<file path="src/rtl/fw_pkg.sv">
package fw_pkg;

    localparam int CAUSE_W = 2;

    typedef enum logic [CAUSE_W-1:0] {
        CZ_BRIDGE  = 2'd0,
        CZ_TIMEOUT = 2'd1,
        CZ_CRC     = 2'd2,
        CZ_NACK    = 2'd3
    } cause_e;

    typedef struct packed {
        logic busy;
        logic wr_busy_err;
        logic fsm_err;
    } bstat_t;

    typedef struct packed {
        logic   fail;
        cause_e cause;
    } verdict_t;

    // Prioritised classification of one completed read
    function automatic verdict_t judge(input bstat_t st, input logic crc_ok,
                                       input logic any_nack);
        verdict_t v;
        v.fail  = 1'b1;
        v.cause = CZ_NACK;
        if (st.wr_busy_err || st.fsm_err) begin
            v.cause = CZ_BRIDGE;
        end else if (st.busy) begin
            v.cause = CZ_TIMEOUT;
        end else if (!crc_ok) begin
            v.cause = CZ_CRC;
        end else if (any_nack) begin
            v.cause = CZ_NACK;
        end else begin
            v.fail = 1'b0;
        end
        return v;
    endfunction

endpackage

</file>
<file path="src/rtl/fw_classify.sv">
module fw_classify
    import fw_pkg::*;
#(
    parameter int ACK_W = 2
) (
    input  bstat_t           st,
    input  logic             crc_ok,
    input  logic [ACK_W-1:0] ack,
    output verdict_t         verdict
);
    always_comb begin
        verdict = judge(st, crc_ok, |ack);
    end
endmodule

</file>
<file path="src/rtl/fw_strike_bank.sv">
module fw_strike_bank #(
    parameter int SLOTS = 4,
    parameter int CNT_W = 4,
    localparam int SW   = (SLOTS > 1) ? $clog2(SLOTS) : 1
) (
    input  logic                   clk,
    input  logic                   rst,
    input  logic                   hit,
    input  logic                   fail,
    input  logic [SW-1:0]          slot,
    output logic [SLOTS*CNT_W-1:0] cnt_flat,
    output logic [CNT_W-1:0]       next_cnt
);
    logic [CNT_W-1:0] cnt [SLOTS];

    for (genvar i = 0; i < SLOTS; i++) begin : g_slot
        always_ff @(posedge clk) begin
            if (rst) begin
                cnt[i] <= '0;
            end else if (hit && (slot == SW'(i))) begin
                cnt[i] <= fail ? cnt[i] + 1'b1 : '0;
            end
        end
        assign cnt_flat[i*CNT_W +: CNT_W] = cnt[i];
    end

    // Value the selected counter takes if the current strobe fails
    assign next_cnt = cnt[slot] + 1'b1;
endmodule

</file>
<file path="src/rtl/fw_trip_ctrl.sv">
module fw_trip_ctrl
    import fw_pkg::*;
#(
    parameter int RAILS = 2,
    parameter int CNT_W = 4,
    parameter int LIMIT = 8
) (
    input  logic             clk,
    input  logic             rst,
    input  logic             hit,
    input  verdict_t         verdict,
    input  logic [CNT_W-1:0] next_cnt,
    output logic             err_pulse,
    output cause_e           err_cause,
    output logic             rst_req,
    output logic [RAILS-1:0] mon_en
);
    logic reportable;
    logic trip;

    assign reportable = hit && verdict.fail &&
                        ((next_cnt == CNT_W'(1)) || (next_cnt == CNT_W'(LIMIT)));
    assign trip       = hit && verdict.fail && (next_cnt == CNT_W'(LIMIT));

    always_ff @(posedge clk) begin
        if (rst) begin
            err_pulse <= 1'b0;
            err_cause <= CZ_BRIDGE;
            rst_req   <= 1'b0;
            mon_en    <= '1;
        end else begin
            err_pulse <= reportable;
            if (reportable) begin
                err_cause <= verdict.cause;
            end
            if (trip) begin
                rst_req <= 1'b1;
                mon_en  <= '0;
            end
        end
    end
endmodule

</file>
<file path="src/rtl/rd_fault_watch.sv">
module rd_fault_watch
    import fw_pkg::*;
#(
    parameter int RAILS  = 2,
    parameter int KINDS  = 2,
    parameter int LIMIT  = 8,
    parameter int DATA_W = 16,
    parameter int ACK_W  = 2,
    localparam int SLOTS = RAILS * KINDS,
    localparam int CNT_W = $clog2(LIMIT + 1),
    localparam int RW    = (RAILS > 1) ? $clog2(RAILS) : 1,
    localparam int KW    = (KINDS > 1) ? $clog2(KINDS) : 1,
    localparam int SW    = (SLOTS > 1) ? $clog2(SLOTS) : 1
) (
    input  logic                   clk,
    input  logic                   rst,
    input  logic                   smp_vld,
    input  logic [RW-1:0]          smp_rail,
    input  logic [KW-1:0]          smp_kind,
    input  logic                   st_busy,
    input  logic                   st_wr_busy_err,
    input  logic                   st_fsm_err,
    input  logic                   crc_ok,
    input  logic [ACK_W-1:0]       ack,
    input  logic [DATA_W-1:0]      rd_data_in,
    output logic [DATA_W-1:0]      rd_val,
    output logic [SLOTS*CNT_W-1:0] cnt_flat,
    output logic                   err_pulse,
    output logic [CAUSE_W-1:0]     err_cause,
    output logic                   rst_req,
    output logic [RAILS-1:0]       mon_en
);
    bstat_t           st;
    verdict_t         verdict;
    logic             hit;
    logic [SW-1:0]    slot;
    logic [CNT_W-1:0] next_cnt;
    cause_e           cause_q;

    assign st   = '{busy: st_busy, wr_busy_err: st_wr_busy_err, fsm_err: st_fsm_err};
    assign slot = SW'(smp_rail) * SW'(KINDS) + SW'(smp_kind);
    assign hit  = smp_vld && !rst_req && mon_en[smp_rail];

    fw_classify #(.ACK_W(ACK_W)) u_cls (
        .st      (st),
        .crc_ok  (crc_ok),
        .ack     (ack),
        .verdict (verdict)
    );

    fw_strike_bank #(.SLOTS(SLOTS), .CNT_W(CNT_W)) u_bank (
        .clk      (clk),
        .rst      (rst),
        .hit      (hit),
        .fail     (verdict.fail),
        .slot     (slot),
        .cnt_flat (cnt_flat),
        .next_cnt (next_cnt)
    );

    fw_trip_ctrl #(.RAILS(RAILS), .CNT_W(CNT_W), .LIMIT(LIMIT)) u_trip (
        .clk       (clk),
        .rst       (rst),
        .hit       (hit),
        .verdict   (verdict),
        .next_cnt  (next_cnt),
        .err_pulse (err_pulse),
        .err_cause (cause_q),
        .rst_req   (rst_req),
        .mon_en    (mon_en)
    );

    assign err_cause = cause_q;

    always_ff @(posedge clk) begin
        if (rst) begin
            rd_val <= '0;
        end else if (hit) begin
            rd_val <= verdict.fail ? '0 : rd_data_in;
        end
    end
endmodule

</file>
<file path="config.mk">
export PLATFORM = sky130hd
export DESIGN_NAME = rd_fault_watch
export DESIGN_NICKNAME = d
export VERILOG_FILES = /design/src/rtl/fw_pkg.sv /design/src/rtl/fw_classify.sv /design/src/rtl/fw_strike_bank.sv /design/src/rtl/fw_trip_ctrl.sv /design/src/rtl/rd_fault_watch.sv
export SDC_FILE = /design/constraint.sdc
export NUM_CORES = 1
export LEC_CHECK = 0
export BUFFER_PORTS_ARGS = -buffer_cell sky130_fd_sc_hd__buf_4
export CAP_MARGIN = 20
export CELL_PAD_IN_SITES_DETAIL_PLACEMENT = 0
export CELL_PAD_IN_SITES_GLOBAL_PLACEMENT = 2
export CORE_MARGIN = 4
export CORE_UTILIZATION = 27
export DETAILED_ROUTE_END_ITERATION = 12
export HOLD_SLACK_MARGIN = 0.08
export PLACE_DENSITY_LB_ADDON = 0.2
export SYNTH_ARGS = -nofsm -noshare
export SYNTH_HDL_FRONTEND = slang
export SYNTH_HIERARCHICAL = 1
export SYNTH_SLANG_ARGS = --single-unit
export TNS_END_PERCENT = 20
</file>
<file path="constraint.sdc">
create_clock -name clk -period 2.05 [get_ports clk]
set_clock_uncertainty 0.2 [all_clocks]
set_input_delay 0.1025 -clock clk [delete_from_list [all_inputs] [get_ports clk]]
set_output_delay 0.1025 -clock clk [all_outputs]
set_load 0.005 [all_outputs]
</file>
==> flow_metrics.env <==
export IMPL_clk_insertion_delay_late_ns=0.29
export IMPL_numCtsBuffers=5
export IMPL_yosys_area_top_type_share_pct=25.5
export IMPL_detailedPlace_worstSlack_ns=-0.0682
export IMPL_via_count=1771
export IMPL_post_drt_wl_per_cell_um=14.1
export IMPL_timing_hold_worst_start="crc_ok"
export IMPL_holdPathStages=5
export IMPL_n_fill_cell=693
export IMPL_p_sw_share_pct=25.2
export IMPL_min_period_ns=2.12
export IMPL_mean_area_per_synthesized_cell_um2=10.7
export IMPL_worst_setup_path_start_kind="register"
export IMPL_multi_input_comb_area_um2=910
export IMPL_yosys_top_cells_count="21 x dfxtp_1, 18 x nor2_1, 17 x a21oi_1"
export IMPL_arrival_ns=2.15
export IMPL_synth_async_reset_ratio_pct=0
export IMPL_predominant_post_synthesis_flop_cell="dfxtp_1"
export IMPL_critical_path_endpoint_type="register"
export IMPL_synth_warn=6
export IMPL_number_of_placement_rows=30
export IMPL_p_total_w=0.00166
export IMPL_io_buffer_count=64
export IMPL_outcome="finished, violations left"
export IMPL_worstReg2RegStart="u_bank/cnt[3][0]$_SDFFCE_PN0P_"
export IMPL_setup_tns_final_ns=-0.235
export IMPL_pwr_share_clk_pct=32.7
export IMPL_grt_usage_pct=13.7
export IMPL_setup_violations_final=16
export IMPL_synth_seq_area_share_pct=47.9
export IMPL_final_util_pct=44.8
export IMPL_postSynthNetCount=208
export IMPL_gate_count_of_the_mapped_netlist=176
export IMPL_fp_dieArea_mm2=0.00836
export IMPL_violations="negative setup slack"
export IMPL_detailedPlacementHpwl_um=3870
export IMPL_clockRootBuffer="clkbuf_8"
export IMPL_gp_congestion=0.739
export IMPL_share_seq_of_total_power_pct=48.5
export IMPL_switching_power_w=0.000419
export IMPL_synth_most_common_cell="dfxtp_1"
export IMPL_synthToLayoutAreaGrowth_pct=62.0
export IMPL_combPwrFrac_pct=18.8
export IMPL_rr_endpoint="u_trip/err_cause[0]$_SDFFE_PP0P_"
export IMPL_grt_pass1_wl_um=9210
export IMPL_totalWireLength_um=5500
export IMPL_first_global_vias=1883
export IMPL_hold_viol_final=0
export IMPL_synth_top_area_cell="edfxtp_1"
export IMPL_finish_cell_count_without_fillers=391
export IMPL_grt_max_degree=29
export IMPL_dp_cells=347
export IMPL_synth_edf_count=16
export IMPL_critical_path_fanout_max=3
export IMPL_antenna_found_initial=0
export IMPL_ioPinCount=65
export IMPL_p_leak_nw=1.31
export IMPL_actual_transition_at_the_worst_max_transition_pin_ns=0.300
export IMPL_min_to="u_trip/rst_req$_SDFFE_PP0P_"
export IMPL_fp_dieW_um=91.5
export IMPL_clk_path_buf_depth=2
export IMPL_tritoncts_num_sinks=37
export IMPL_antenna_left=0
export IMPL_cts_tree="done"
export IMPL_max_cap_violations=0
export IMPL_fmaxAchievable_mhz=471
export IMPL_final_layout_size_suffix_gt1_share_pct=36.6
export IMPL_initial_core_util_pct=27.7
export IMPL_design_final_nets=326
export IMPL_drt_first_pass_iters=4
export IMPL_timing_reg2reg_worst_path_depth=6
export IMPL_max_vdd_ir_drop_uv=221
export IMPL_timing_setup_critical_path_class="reg -> reg"
export IMPL_post_drt_via_cell_ratio=4.53
export IMPL_grt_remaining_overflow=0
export IMPL_final_max_slew_viol_count=0
export IMPL_timing_critical_path_required_ns=2.07
export IMPL_core_area_mm2=0.00679
export IMPL_clk_pin_slew_worst_paths_ns=0.08
export IMPL_power_density_mw_per_mm2=545
export IMPL_drc=0
export IMPL_initialDrtViolationCount=56
export IMPL_synth_cell_area_mm2=0.00188
export IMPL_final_seq_area_um2=901
export IMPL_ys_seq_elements=37
export IMPL_yosysUniqueCellTypes=35
export IMPL_r2r_slack_ns=-0.07
export IMPL_setup_slack_ns=-0.0742
export IMPL_ctsHtreeMaxLevel=2
export IMPL_timing_max_slew_rel_slack_pct=80.0
export IMPL_antenna_cells=0
export IMPL_timing_hold_worst_class="in -> reg"
export IMPL_die_height_um=91.5
export IMPL_rsz0062_at_grt="true"
export IMPL_internal_power_w=0.00124
export IMPL_synth_top_cells_by_area="edfxtp_1 26%, dfxtp_1 22%, nand4b_1 7.5%"
export IMPL_final_period_utilization_pct=104
## placed cells by master, fill, tap and decap left out, types with 7 or more instances in the layout
master | synthesis | layout
buf_4 | 2 | 88
dlygate4sd3_1 | 0 | 34
o21ai_0 | 7 | 7
o21ai_1 | 9 | 9
edfxtp_1 | 16 | 16
a21oi_1 | 17 | 17
dfxtp_1 | 21 | 21
nand4b_1 | 16 | 16
nor2_1 | 18 | 18
## cells by family (layout without fill, tap and decap cells)
kind of cell / Yosys count / count (layout) / share of synthesized area, %
buffers and inverters: 15 / 134 / 4.79
AND/OR/NAND/NOR: 62 / 62 / 20.4
multiplexers: 8 / 8 / 7.58
AO/OA/AOI/OAI: 38 / 38 / 10.8
XOR/XNOR: 11 / 11 / 5.12
adder cells (fa/ha/maj): 5 / 5 / 3.33
flip-flops: 37 / 37 / 47.9
## stage by stage
| step | hold slack [ns] | instance area [um2] |
|---|---|---|
| after floorplan | -0.0284 | 1890 |
| after global placement | 0.191 | 2590 |
| after detailed placement | 0.197 | 2590 |
| after CTS | 0.188 | 3030 |
| after global routing | 0.211 | 3050 |
| final | 0.167 | 3050 |
## worst max path at each step
stage                                              start                          endpoint  slack [ns]  cells after the start
after floorplan           u_bank/cnt[3][0]$_SDFFCE_PN0P_  u_trip/err_cause[0]$_SDFFE_PP0P_       -0.02                      6
after global placement    u_bank/cnt[0][1]$_SDFFCE_PN0P_  u_trip/err_cause[0]$_SDFFE_PP0P_        0.01                      6
after detailed placement  u_bank/cnt[3][0]$_SDFFCE_PN0P_  u_trip/err_cause[0]$_SDFFE_PP0P_       -0.07                      6
after CTS                 u_bank/cnt[3][0]$_SDFFCE_PN0P_  u_trip/err_cause[0]$_SDFFE_PP0P_       -0.07                      6
after global routing      u_bank/cnt[3][0]$_SDFFCE_PN0P_  u_trip/err_cause[1]$_SDFFE_PP0P_       -0.20                      6
final                     u_bank/cnt[3][0]$_SDFFCE_PN0P_  u_trip/err_cause[0]$_SDFFE_PP0P_       -0.07                      6
## flip-flops by register name, indices dropped and copies added, names as in the netlist
| register | count |
|---|---|
| rd_val | 16 |
| u_bank/cnt | 16 |
| u_trip/err_cause | 2 |
| u_trip/err_pulse | 1 |
| u_trip/mon_en | 1 |
| u_trip/rst_req | 1 |
## what timing repair did
item                                    CTS  global route
buffers inserted                          1             1
endpoints found under the setup margin    4            18
endpoints found under the hold margin    21             0
gates resized for setup                   0             3
pin swaps                                 0             4
hold buffers                             34             0
## power groups by stage
stage / combinational [W] / clock, W / sequential (W)
6_report: 0.000311 / 0.000543 / 0.000805
5_1_grt: 0.000341 / 0.000598 / 0.000809
4_1_cts: 0.000310 / 0.000560 / 0.000806
3_5_place_dp: 0.000274 / 0 / 0.000823
3_3_place_gp: 0.000277 / 0 / 0.000822
2_1_floorplan: 0.000124 / 0 / 0.000830
## final cells by class
class | count | share of cell area [%]
flip-flops and latches | 37 | 29.6
well taps | 96 | 3.94
clock inverters | 1 | 0.205
clock buffers | 7 | 2.83
inverters | 3 | 0.370
repair buffers | 123 | 33.2
multi-input cells | 124 | 29.9
## critical path, stage by stage, from the launching register on
cell and delay, ns:
edfxtp_1 0.41, mux4_2 0.55, ha_4 0.19, xor2_1 0.13, nor2_1 0.13, and4_4 0.26, mux2i_1 0.18
## metal layers
| layer | vias up | routed length, um | global-route usage, % |
|---|---|---|---|
| met5 | - | 0 | 0 |
| met4 | 0 | 59 | 4.02 |
| met3 | 5 | 327 | 4.81 |
| met2 | 51 | 2550 | 21.4 |
| met1 | 836 | 2560 | 17.8 |
| li1 | 879 | - | - |
(Power assumes the default switching activity.)
